==> src/rtl/tmr8_pkg.sv <==
// Shared types for the multi-mode timer.
// Assumes a two-bit mode code written by software.
package tmr8_pkg;
    typedef enum logic [1:0] {
        MD_FREE   = 2'd0,
        MD_ALT    = 2'd1,
        MD_CLRCMP = 2'd2,
        MD_PWM    = 2'd3
    } tmr_mode_e;
endpackage

==> src/rtl/tmr8_cmp_store.sv <==
// Compare value storage: a software-visible buffer and the active value
// used by the matcher. Outside PWM mode the active value follows writes
// directly. In PWM mode it loads only when the counter reaches its top.
// Assumes load_top is a single-cycle pulse from the counter core.
module tmr8_cmp_store
    import tmr8_pkg::*;
#(
    parameter int W = 8
) (
    input  logic         clk,
    input  logic         rst_n,
    input  tmr_mode_e    mode,
    input  logic         cmp_wr,
    input  logic [W-1:0] cmp_wdata,
    input  logic         load_top,
    output logic [W-1:0] cmp_act
);
    logic [W-1:0] buf_q;
    logic [W-1:0] act_q;
    logic         pwm_mode;

    // Decode whether the double buffer is in use.
    always_comb pwm_mode = (mode == MD_PWM);

    // Capture software writes into the buffer.
    always_ff @(posedge clk) begin
        if (!rst_n)      buf_q <= '0;
        else if (cmp_wr) buf_q <= cmp_wdata;
    end

    // Update the active value: direct outside PWM, at top inside PWM.
    always_ff @(posedge clk) begin
        if (!rst_n) begin
            act_q <= '0;
        end else if (!pwm_mode) begin
            act_q <= cmp_wr ? cmp_wdata : buf_q;
        end else if (load_top) begin
            act_q <= cmp_wr ? cmp_wdata : buf_q;
        end
    end

    assign cmp_act = act_q;


    pwm_hold_chk: assert property (@(posedge clk) disable iff (!rst_n)
        (pwm_mode && !load_top) |=> $stable(act_q));


    direct_load_chk: assert property (@(posedge clk) disable iff (!rst_n)
        (!pwm_mode && cmp_wr) |=> (act_q == $past(cmp_wdata)));
endmodule

==> src/rtl/tmr8_count_core.sv <==
// Counter datapath with matcher and event generation. It advances on tick,
// loads on a bus write, and blocks matching on the load cycle and on the
// first tick after it. The count clears after a match in clear-on-compare
// mode. Produces the combinational flag-set requests and the registered
// event pulses. Assumes at most one load per cycle.
module tmr8_count_core
    import tmr8_pkg::*;
#(
    parameter int W = 8
) (
    input  logic         clk,
    input  logic         rst_n,
    input  logic         tick,
    input  tmr_mode_e    mode,
    input  logic         cnt_wr,
    input  logic [W-1:0] cnt_wdata,
    input  logic [W-1:0] cmp_act,
    output logic [W-1:0] count,
    output logic         ovf_set,
    output logic         cmp_set,
    output logic         load_top,
    output logic         match_evt,
    output logic         bottom_evt
);
    localparam logic [W-1:0] CNT_MAX = '1;
    localparam logic [W-1:0] ONE     = W'(1);
    localparam logic [W-1:0] PRE_MAX = CNT_MAX - ONE;

    logic [W-1:0] count_q;
    logic [W-1:0] cnt_nxt;
    logic         blk_q;
    logic         adv;
    logic         hit;
    logic         pwm_mode;
    logic         ctc_mode;
    logic         match_q;
    logic         bottom_q;

    // Decode mode and qualify the tick against a concurrent load.
    always_comb begin
        pwm_mode = (mode == MD_PWM);
        ctc_mode = (mode == MD_CLRCMP);
        adv      = tick && !cnt_wr;
    end

    // Detect a compare match unless a recent load blocks it.
    always_comb hit = adv && !blk_q && (count_q == cmp_act);

    // Choose the next count: load, clear on match, increment, or hold.
    always_comb begin
        if (cnt_wr)              cnt_nxt = cnt_wdata;
        else if (adv && hit && ctc_mode) cnt_nxt = '0;
        else if (adv)            cnt_nxt = count_q + ONE;
        else                     cnt_nxt = count_q;
    end

    // Form flag-set requests and the buffer load strobe.
    always_comb begin
        load_top = adv && pwm_mode && (count_q == PRE_MAX);
        ovf_set  = pwm_mode ? load_top : (adv && (count_q == CNT_MAX));
        cmp_set  = hit;
    end

    // Hold the count register.
    always_ff @(posedge clk) begin
        if (!rst_n) count_q <= '0;
        else        count_q <= cnt_nxt;
    end

    // Arm the match block on a load, release it after the next tick.
    always_ff @(posedge clk) begin
        if (!rst_n)      blk_q <= 1'b0;
        else if (cnt_wr) blk_q <= 1'b1;
        else if (tick)   blk_q <= 1'b0;
    end

    // Register the event pulses for the downstream units.
    always_ff @(posedge clk) begin
        if (!rst_n) begin
            match_q  <= 1'b0;
            bottom_q <= 1'b0;
        end else begin
            match_q  <= hit;
            bottom_q <= adv && (cnt_nxt == '0);
        end
    end

    assign count      = count_q;
    assign match_evt  = match_q;
    assign bottom_evt = bottom_q;


    hold_no_tick_chk: assert property (@(posedge clk) disable iff (!rst_n)
        (!tick && !cnt_wr) |=> $stable(count_q));


    load_no_match_chk: assert property (@(posedge clk) disable iff (!rst_n)
        cnt_wr |=> !match_q);


    blocked_tick_chk: assert property (@(posedge clk) disable iff (!rst_n)
        blk_q |=> !match_q);


    wrap_bottom_chk: assert property (@(posedge clk) disable iff (!rst_n)
        (adv && !pwm_mode && (count_q == CNT_MAX)) |=> (bottom_q && count_q == '0));
endmodule

==> src/rtl/tmr8_flag_pair.sv <==
// Sticky flag bank: each bit is set by hardware and cleared by a software
// strobe. A set wins over a clear in the same cycle.
// Assumes set requests are single-cycle qualified pulses.
module tmr8_flag_pair #(
    parameter int N = 2
) (
    input  logic         clk,
    input  logic         rst_n,
    input  logic [N-1:0] set_req,
    input  logic [N-1:0] clr_req,
    output logic [N-1:0] flags
);
    logic [N-1:0] flag_q;

    for (genvar i = 0; i < N; i++) begin : g_flag
        // Update one sticky bit with set priority.
        always_ff @(posedge clk) begin
            if (!rst_n) flag_q[i] <= 1'b0;
            else        flag_q[i] <= set_req[i] | (flag_q[i] & ~clr_req[i]);
        end


        set_sticks_chk: assert property (@(posedge clk) disable iff (!rst_n)
            set_req[i] |=> flag_q[i]);


        clr_takes_chk: assert property (@(posedge clk) disable iff (!rst_n)
            (clr_req[i] && !set_req[i]) |=> !flag_q[i]);
    end

    assign flags = flag_q;
endmodule

==> src/rtl/tick_timer8.sv <==
// Multi-mode timer top: mode register, compare storage, counter core and
// sticky flags. Flag bit 0 is overflow, bit 1 is compare.
// Assumes tick comes from an external prescaler, one cycle wide per step.
module tick_timer8
    import tmr8_pkg::*;
#(
    parameter int W = 8
) (
    input  logic         clk,
    input  logic         rst_n,
    input  logic         tick,
    input  logic         cnt_wr,
    input  logic [W-1:0] cnt_wdata,
    input  logic         cmp_wr,
    input  logic [W-1:0] cmp_wdata,
    input  logic         mode_wr,
    input  logic [1:0]   mode_wdata,
    input  logic [1:0]   flag_clr,
    output logic [W-1:0] count,
    output logic         match_evt,
    output logic         bottom_evt,
    output logic         ovf_flag,
    output logic         cmp_flag
);
    tmr_mode_e    mode_q;
    logic [W-1:0] cmp_act;
    logic         ovf_set;
    logic         cmp_set;
    logic         load_top;
    logic [1:0]   flags;

    // Hold the software-selected mode.
    always_ff @(posedge clk) begin
        if (!rst_n)       mode_q <= MD_FREE;
        else if (mode_wr) mode_q <= tmr_mode_e'(mode_wdata);
    end

    tmr8_cmp_store #(.W(W)) u_cmp (
        .clk       (clk),
        .rst_n     (rst_n),
        .mode      (mode_q),
        .cmp_wr    (cmp_wr),
        .cmp_wdata (cmp_wdata),
        .load_top  (load_top),
        .cmp_act   (cmp_act)
    );

    tmr8_count_core #(.W(W)) u_core (
        .clk        (clk),
        .rst_n      (rst_n),
        .tick       (tick),
        .mode       (mode_q),
        .cnt_wr     (cnt_wr),
        .cnt_wdata  (cnt_wdata),
        .cmp_act    (cmp_act),
        .count      (count),
        .ovf_set    (ovf_set),
        .cmp_set    (cmp_set),
        .load_top   (load_top),
        .match_evt  (match_evt),
        .bottom_evt (bottom_evt)
    );

    tmr8_flag_pair #(.N(2)) u_flags (
        .clk     (clk),
        .rst_n   (rst_n),
        .set_req ({cmp_set, ovf_set}),
        .clr_req (flag_clr),
        .flags   (flags)
    );

    assign ovf_flag = flags[0];
    assign cmp_flag = flags[1];


    ctc_clear_chk: assert property (@(posedge clk) disable iff (!rst_n)
        (mode_q == MD_CLRCMP && cmp_set) |=> (count == '0 && match_evt));


    pwm_no_clear_chk: assert property (@(posedge clk) disable iff (!rst_n)
        (mode_q == MD_PWM && cmp_set && cmp_act != '1) |=> (count != '0));
endmodule

==> config.mk <==
export PLATFORM = sky130hd
export DESIGN_NAME = tick_timer8
export DESIGN_NICKNAME = d
export VERILOG_FILES = /design/src/rtl/tmr8_pkg.sv /design/src/rtl/tmr8_cmp_store.sv /design/src/rtl/tmr8_count_core.sv /design/src/rtl/tmr8_flag_pair.sv /design/src/rtl/tick_timer8.sv
export SDC_FILE = /design/constraint.sdc
export NUM_CORES = 1
export LEC_CHECK = 0
export CAP_MARGIN = 20
export CORE_ASPECT_RATIO = 1.25
export CORE_UTILIZATION = 49
export DETAILED_ROUTE_END_ITERATION = 10
export HOLD_SLACK_MARGIN = 0.08
export PLACE_DENSITY_LB_ADDON = 0.05
export REMOVE_ABC_BUFFERS = 1
export SLEW_MARGIN = 20
export SYNTH_ARGS = -nofsm -noshare
export SYNTH_HDL_FRONTEND = slang
export SYNTH_HIERARCHICAL = 1
export SYNTH_SLANG_ARGS = --single-unit
==> constraint.sdc <==
create_clock -name clk -period 2.22 [get_ports clk]
set_input_delay 0.333 -clock clk [delete_from_list [all_inputs] [get_ports clk]]
set_output_delay 0.333 -clock clk [all_outputs]
set_load 0.02 [all_outputs]
==> results of run 1 <==
-- cells by family (layout without fill, tap and decap cells) --
kind of cell | after synthesis | count (layout) | share of synthesized area, %
AO/OA/AOI/OAI | 24 | 24 | 12.7
XOR/XNOR | 16 | 16 | 8.97
adder cells (fa/ha/maj) | 2 | 2 | 1.60
buffers and inverters | 10 | 54 | 3.53
flip-flops | 31 | 31 | 39.7
multiplexers | 11 | 11 | 7.05
AND/OR/NAND/NOR | 57 | 57 | 26.4
-- final timing paths --
path                                       from               end
worst max-delay path                       tick   u_core/count[6]
worst min-delay path             u_cmp/buf_q[6]    u_cmp/buf_q[6]
worst max register to register  u_core/count[2]  u_cmp/cmp_act[3]
worst min register to register   u_cmp/buf_q[6]    u_cmp/buf_q[6]
-- layer usage --
metal  vias up  track usage (%)  wire length (µm)
li1        639                -                 -
met1       593             25.5              1490
met2        37             35.1              1620
met3         7             6.25               151
met4         0             7.89                53
met5         -                0                 0
-- power by group through the flow --
| stage | Clock (W) | Combinational, W | Sequential (W) |
|---|---|---|---|
| floorplan | 0 | 0.0000953 | 0.000641 |
| global placement | 0 | 0.000211 | 0.000630 |
| detailed placement | 0 | 0.000217 | 0.000631 |
| CTS | 0.000340 | 0.000218 | 0.000618 |
| global route | 0.000364 | 0.000235 | 0.000623 |
| finish | 0.000334 | 0.000218 | 0.000618 |
-- cells in the mapped netlist --
library cell   n
and3_2         1
nor4_4         1
mux2i_1       11
nor4_1         1
nor2_1        11
nor2b_4        2
a211oi_1       8
dfxtp_1       31
o21ai_0        1
nor2b_1        4
a31oi_4        1
and3_1         8
a21oi_1        2
nand3_1        3
o21a_1         3
buf_2          2
xor2_1         3
a31o_1         8
and4b_1        1
and4bb_1       8
inv_1          3
clkbuf_1       2
buf_4          2
nor3_1         1
o2bb2ai_1      1
and2_1         2
ha_1           2
nand4_1        4
buf_6          1
xnor2_1       13
and4_4         1
nand3b_4       1
and4_1         1
nand2_1        7
-- cell type report --
| cell class | count | area share [%] |
|---|---|---|
| clock buffers | 6 | 2.51 |
| multi-input cells | 110 | 43.4 |
| flip-flops and latches | 31 | 30.4 |
| repair buffers | 44 | 20.7 |
| clock inverters | 1 | 0.245 |
| well taps | 36 | 2.21 |
| inverters | 3 | 0.551 |
-- state kept, by name (all words and copies together), names as in the netlist --
register           flops
u_core/match_evt       1
u_core/count           8
u_cmp/cmp_act          8
u_core/bottom_evt      1
u_cmp/buf_q            8
u_core/blk_q           1
mode_q                 2
u_flags/flags          2
-- worst min-delay path: stages, from the launching register on --
cell and delay (ps):
dfxtp_1 320, mux2i_1 80, nor2_1 90
-- through the flow --
stage | instances | area [µm²] | power [W] | setup TNS, ps | setup WS (ps)
final | 231 | 2040 | 0.00117 | 0 | 325
after global routing | 231 | 2040 | 0.00122 | 0 | 203
after CTS | 231 | 2040 | 0.00118 | 0 | 321
after detailed placement | 224 | 1990 | 0.000848 | -339 | -48.8
after global placement | 224 | 1990 | 0.000841 | 0 | 11.9
after floorplan | 144 | 1520 | 0.000737 | 0 | 363
==> run metrics, run 1 <==
dominant cell type by area after synthesis=dfxtp_1; Port-buffer cells=37; Crit path buffers/inverters=2; most frequent cells in the layout=clkdlybuf4s50_1 (37), dfxtp_1 (31), xnor2_1 (13), mux2i_1 (11), nor2_1 (11); core area=0.00297 mm²; gr usage total=a little over a fifth; Register Area=621 µm²; Fillers=~250; Synth Warn #=6; Initial Utilization=between 50 and 60%; 1st-pass router iterations=4; CP cell instances=clkdlybuf4s50_1 > buf_4 > nor2b_1 > nand2_1 > nor4_4 > a31oi_4 > a31o_1; clock power share=~28%; Yosys cell types=34; CP Launch Type=input pin; CP peak stage delay=roughly 500 ps; initial antenna violation count=0; Worst-path clk slew=90 ps; area added between synthesis and finish=30.8%; global-route wire length before repair=5390 µm; Crit Path Max Fanout=9; vias=~1300; WL/cell=around 14 µm; WP depth=7; Vias/cell=roughly 5.5; post_cts resized=0; post-synthesis cell count=151; H-Tree Level Count=2; setup violators final=0; post-layout min period=about 1900 ps; Synth area leaders=dfxtp_1 (40%), xnor2_1 (7.3%), mux2i_1 (7.1%); crit end category=flip-flop; logic gate share of total power=between 10% and 20%; Pins Over Slew Limit=0; DR iter-0 viols=30; Peak VDD IR=a little under 0.0005 V; synthesized area=roughly 0.0016 mm²; clk_lat worst skew=about 330 ps; static leakage=between 0.8 and 0.9 nW; sw power=approximately 0.00031 W; Fin. Hold Viols=0; register area share after synthesis=between 30% and 40%; Hold Crit Class=reg -> reg; most common cell after layout, fill and taps aside=clkdlybuf4s50_1; Synth top area share=around two fifths; postcts setup bufs=0; antenna viol nets, final=0; CTS root buffer=clkbuf_4; critical path arrival=between 2000 and 2500 ps; Slowest cell on crit path=clkdlybuf4s50_1; final core utilization=about 69%; vias in the first global route=between 1000 and 1500; Fin Hold WS=between 500 and 600 ps; Required @ worst endpoint=~2400 ps; chip width=~52 µm; nets=between 200 and 250; DP HPWL=between 2000 and 2500 µm; final wirelength=around 3300 µm; largest net degree at the start of global routing=21; I/O pin count=38; Die Ht=65.1 µm; TritonCTS Buffers=5; cell area power density=between 500 and 600 mW/mm²; Final GP Congestion=a little over 0.8; Worst Max-Slew Pin Slew=around 480 ps; Multi-input gate area=approximately 900 µm²; Pint=0.000855 W; FF-to-FF path depth=7; Slew HR=68.3%; DRC errors left=0; share of cells above drive strength 1=a little over a tenth; achievable clock frequency=528 MHz; Synth Area per Inst=around 10 µm²; flop-to-flop setup slack=roughly 350 ps; status=completed; FP Rows=22; hold buffers post-CTS=0; Max Cap Viol=0; Sequential Power Share=52.9%; maximum clock insertion buffer count=2; CTS Sinks=31; die area=~0.0034 mm²; Switching Share=approximately 27%; CP top delay family=simple AND/OR/NAND/NOR gates; critical path class=in -> reg; Synth Register Bits=31; Hold Crit Depth=2; Antenna diodes=0; worst clock skew=9.63 ps; gr ovfl total=0; RSZ-0062 raised after global routing=no; Tcrit/Tclk final=a little under nine tenths; CTS tree=yes
Note: power is estimated with default switching activity, not from simulation.
==> inputs of run 2 (changes only) <==
- CORE_UTILIZATION: 49 -> 35
- SLEW_MARGIN: 20 -> 0
- TNS_END_PERCENT: default -> 30
==> run metrics, run 2 (same netlist as run 1, synthesis figures left out) <==
Worst-path clk slew=70 ps (-20 ps); worst setup margin=303 ps (-22.0 ps); die area=0.00473 mm² (+39%); Final GP Congestion=0.771 (-4.9%); TritonCTS Buffers=5 (unchanged); static leakage=0.879 nW (+4.5%); Die Ht=76.7 µm (+18%); CP peak stage delay=530 ps (+30 ps); Hold EP=u_cmp/buf_q[7]; flop-to-flop setup slack=400 ps (+50 ps); core area=0.00420 mm² (+41%); Tcrit/Tclk final=86.4% (+0.99 points); Placed Cells incl. Taps=246 (+9.8%); CP Launch Type=input pin; achievable clock frequency=522 MHz (-1.1%); FF-to-FF End=u_cmp/cmp_act[0]; Port-buffer cells=37 (unchanged); Initial Utilization=37.2% (-15 points); 1st-pass router iterations=4 (unchanged); FF-to-FF path depth=7 (unchanged); CTS tree=yes; gr usage total=16.2% (-5.0 points); cell area power density=658 mW/mm² (+15%); post_cts resized=0 (unchanged); largest net degree at the start of global routing=21 (unchanged); Hold Crit Class=reg -> reg; Max Cap Viol=0 (unchanged); Slowest cell on crit path=clkdlybuf4s50_1; most common cell after layout, fill and taps aside=clkdlybuf4s50_1; Crit path buffers/inverters=2 (unchanged); CP cell instances=clkdlybuf4s50_1 > and4b_1 > and3_2 > nand3_1 > nor2_1 > buf_4 > and4bb_1 > a211oi_1; worst clock skew=10.5 ps (+0.837 ps); CP top delay family=simple AND/OR/NAND/NOR gates; crit end category=flip-flop; area added between synthesis and finish=37.3%; vias in the first global route=1197 (+0.59%); Hold Crit Depth=2 (unchanged); Register Area=621 µm² (unchanged); postcts setup bufs=0 (unchanged); Worst Max-Slew Pin Slew=470 ps (-5.50 ps); Antenna diodes=0 (unchanged); Vias/cell=4.94 (-10%); Fillers=405 (+65%); antenna viol nets, final=0 (unchanged); maximum clock insertion buffer count=2 (unchanged); H-Tree Level Count=2 (unchanged); share of cells above drive strength 1=12.1% (+1.4 points); post-layout min period=1920 ps (+22.0 ps); clk_lat worst skew=280 ps (-50 ps); hold_sp=u_cmp/buf_q[7]; final wirelength=3400 µm (+2.5%); Peak VDD IR=0.000422 V (-13%); setup violators final=0 (unchanged); Post-Place Setup Slack=20.6 ps (+69.4 ps); most frequent cells in the layout=clkdlybuf4s50_1 (37), dfxtp_1 (31), xnor2_1 (13), mux2i_1 (11), nor2_1 (11); Slew HR=68.6% (+0.37 points); Final Cell Area=0.00214 mm² (+5.0%); Multi-input gate area=886 µm² (unchanged); DR iter-0 viols=31 (+3.3%); DRC errors left=0 (unchanged); Fin Hold WS=499 ps (-9.08 ps); Crit Path Max Fanout=9 (unchanged); gr ovfl total=0 (unchanged); critical path class=in -> reg; DP HPWL=2570 µm (+6.4%); Layout Cells excl Fill=254 (+10%); WL/cell=13.4 µm (-6.8%); FP Rows=26 (+18%); Pins Over Slew Limit=0 (unchanged); I/O pin count=38 (unchanged); critical path arrival=2110 ps (about the same); placed cell areas=0.00203 mm² (+2.0%); chip width=61.7 µm (+18%); RSZ-0062 raised after global routing=no; Required @ worst endpoint=2410 ps (-30 ps); vias=1256 (-1.6%); nets=225 (+0.90%); hold buffers post-CTS=0 (unchanged); Fin. Hold Viols=0 (unchanged); initial antenna violation count=0 (unchanged); global-route wire length before repair=5710 µm (+6.0%); FF-to-FF Start=u_core/count[2]; CTS root buffer=clkbuf_8; status=completed; CTS Sinks=31 (unchanged); Sum Neg Setup Slack=0 ps (unchanged)
-- run 2: how the worst max path moves through the flow --
| stage | startpoint | to | slack [ps] | depth (start not counted) |
|---|---|---|---|---|
| floorplan | u_core/count[2] | u_cmp/cmp_act[0] | 360 | 6 |
| global placement | cnt_wr | u_core/bottom_evt | 50 | 7 |
| detailed placement | tick | u_cmp/cmp_act[0] | 20 | 8 |
| CTS | tick | u_cmp/cmp_act[0] | 300 | 8 |
| global route | tick | u_cmp/cmp_act[0] | 200 | 8 |
| finish | tick | u_cmp/cmp_act[0] | 300 | 8 |
-- run 2: metal layers --
layer	track usage [%]	routed length (µm)	vias to the layer above
met2	26.7	1700	28
met4	7.33	51	0
met1	19.4	1520	578
li1	-	-	645
met5	0	0	-
met3	3.54	117	5
-- run 2: cell type report --
| type | instances | share of cell area, % |
|---|---|---|
| sequential | 31 | 29.0 |
| clock buffer | 6 | 3.85 |
| timing repair buffer | 46 | 20.4 |
| multi-input combinational | 110 | 41.3 |
| clock inverter | 2 | 1.63 |
| inverter | 3 | 0.525 |
| tap | 56 | 3.27 |
-- run 2: through the flow --
| stage | util (%) | total power, W |
|---|---|---|
| 2_1_floorplan | - | 0.000737 |
| 3_3_place_gp | 48.3 | 0.000847 |
| 3_5_place_dp | 48.3 | 0.000851 |
| 4_1_cts | 51.1 | 0.00144 |
| 5_1_grt | 51.1 | 0.00148 |
| 6_report | 51.1 | 0.00141 |
-- run 2: worst min-delay path, cell delays in order (launching register included) --
cell and delay, ps:
dfxtp_1 300, mux2i_1 80, nor2_1 80
-- run 2: where the power goes --
part / leakage, nW / total (W) / switching [W] / internal, W
combinational: 0.562 / 0.000217 / 0.0000948 / 0.000122
sequential: 0.256 / 0.000619 / 0.0000305 / 0.000589
clock: 0.0612 / 0.000573 / 0.000210 / 0.000363
total: 0.879 / 0.00141 / 0.000336 / 0.00107
==> inputs of run 3 (changes only) <==
- PLACE_DENSITY_LB_ADDON: 0.05 -> default
- SLEW_MARGIN: 0 -> 10
==> run metrics, run 3 (same netlist as run 1, synthesis figures left out) <==
TritonCTS Buffers=5 (unchanged); hold buffers post-CTS=0 (unchanged); crit end category=flip-flop; Vias/cell=5.01 (+1.3%); die area=0.00473 mm² (unchanged); logic gate share of total power=16.7% (+1.3 points); CTS tree=yes; static leakage=0.869 nW (-1.1%); core area=0.00420 mm² (unchanged); largest net degree at the start of global routing=22 (+4.8%); FF-to-FF Start=u_core/count[3]; DRC errors left=0 (unchanged); RSZ-0062 raised after global routing=no; most frequent cells in the layout=clkdlybuf4s50_1 (37), dfxtp_1 (31), xnor2_1 (13), mux2i_1 (11), nor2_1 (11); FP Rows=26 (unchanged); area added between synthesis and finish=36.1%; Highest Signal Layer=met4; Crit path buffers/inverters=2 (unchanged); Layout Cells excl Fill=254 (unchanged); WL met1=1440 µm (-5.2%); Initial Utilization=37.2% (unchanged); global-route wire length before repair=5330 µm (-6.7%); Fin. Hold Viols=0 (unchanged); sw power=0.000325 W (-3.2%); Sum Neg Setup Slack=0 ps (unchanged); status=completed; CP top delay family=simple AND/OR/NAND/NOR gates; Port-buffer cells=37 (unchanged); CP peak stage delay=420 ps (-110 ps); I/O pin count=38 (unchanged); most common cell after layout, fill and taps aside=clkdlybuf4s50_1; Pint=0.000995 W (-7.3%); total power=0.00132 W (-6.3%); achievable clock frequency=519 MHz (-0.57%); Required @ worst endpoint=2400 ps (about the same); post_cts resized=0 (unchanged); maximum clock insertion buffer count=2 (unchanged); CP Launch Type=input pin; 1st-pass router iterations=4 (unchanged); critical path arrival=2110 ps (about the same); DP HPWL=2560 µm (-0.59%); setup violators final=0 (unchanged); DR iter-0 viols=52 (+68%); Die Ht=76.7 µm (unchanged); initial antenna violation count=0 (unchanged); final wirelength=3390 µm (-0.24%); Slew HR=68.5% (-0.13 points); gr ovfl total=0 (unchanged); vias=1272 (+1.3%); hold_sp=u_cmp/buf_q[7]; final core utilization=50.7% (-0.42 points); CTS Sinks=31 (unchanged); CP cell instances=clkdlybuf4s50_1 > and4b_1 > and3_2 > nand3_1 > nor2_1 > buf_4 > and4bb_1 > a211oi_1; postcts setup bufs=0 (unchanged); clk_lat worst skew=280 ps (about the same); Sequential Power Share=46.8% (+2.9 points); vias in the first global route=1183 (-1.2%); Final GP Congestion=0.849 (+10%); chip width=61.7 µm (unchanged); Max Cap Viol=0 (unchanged); Worst Max-Slew Pin Slew=472 ps (+2.02 ps); Critical Path Start=cnt_wr; clock power share=36.5% (-4.2 points); worst clock skew=2.37 ps (-8.10 ps); Tcrit/Tclk final=86.9% (+0.50 points); share of cells above drive strength 1=11.6% (-0.51 points); routed wl met3=188 µm (+61%); Slowest cell on crit path=clkdlybuf4s50_1; critical path class=in -> reg; Antenna diodes=0 (unchanged); Switching Share=24.6% (+0.81 points); met2 wire length=1670 µm (-1.8%); CTS root buffer=clkbuf_8; antenna viol nets, final=0 (unchanged); Pins Over Slew Limit=0 (unchanged); Crit Path Max Fanout=9 (unchanged); post-layout min period=1930 ps (+11.1 ps); WL/cell=13.3 µm (-0.24%); nets=225 (unchanged); gr usage total=15.4% (-0.80 points); Placed Cells incl. Taps=246 (unchanged); Hold Crit Class=reg -> reg; Worst-path clk slew=60 ps (about the same); cell area power density=621 mW/mm² (-5.6%); H-Tree Level Count=2 (unchanged); Peak VDD IR=0.000435 V (+3.1%)
[run 3: worst paths after layout]
check	to	slack [ps]	cells after the start
setup / recovery	u_cmp/cmp_act[0]	290	8
hold / removal	u_cmp/buf_q[7]	500	2
hold reg to reg	u_cmp/buf_q[7]	500	2
setup reg to reg	u_cmp/cmp_act[0]	390	7
[run 3: area by class of cell]
cell class                      count  area, µm²
Sequential cell                    31        621
Fill cell                         386       2070
Inverter                            3       11.3
Multi-Input combinational cell    110        886
Timing Repair Buffer               46        438
Clock buffer                        8        100
Tap cell                           56       70.1
[run 3: routing by layer]
layer	GRT usage (%)	vias up
met3	5.40	8
met1	16.2	581
met4	7.11	0
met2	26.2	42
li1	-	641
met5	0	-
[run 3: power by group through the flow]
stage | clock network, W | logic, W | registers [W]
after floorplan | 0 | 0.0000953 | 0.000641
after global routing | 0.000531 | 0.000242 | 0.000622
final | 0.000482 | 0.000221 | 0.000617
after detailed placement | 0 | 0.000222 | 0.000631
after global placement | 0 | 0.000218 | 0.000630
after CTS | 0.000504 | 0.000223 | 0.000618
[run 3: worst register-to-register path, cell delays in order, from the launching register on]
cell and delay, ps:
dfxtp_1 410, and4b_1 290, and3_2 210, nand3_1 100, nor2_1 130, buf_4 150, and4bb_1 220, a211oi_1 240
[run 3: per-stage QoR]
stage,worst slack (ps),hold WS [ps],instance area [µm²]
floorplan,363,450,1520
global placement,95.7,480,2030
detailed placement,36.2,494,2030
CTS,301,509,2130
global route,222,561,2130
finish,292,503,2130
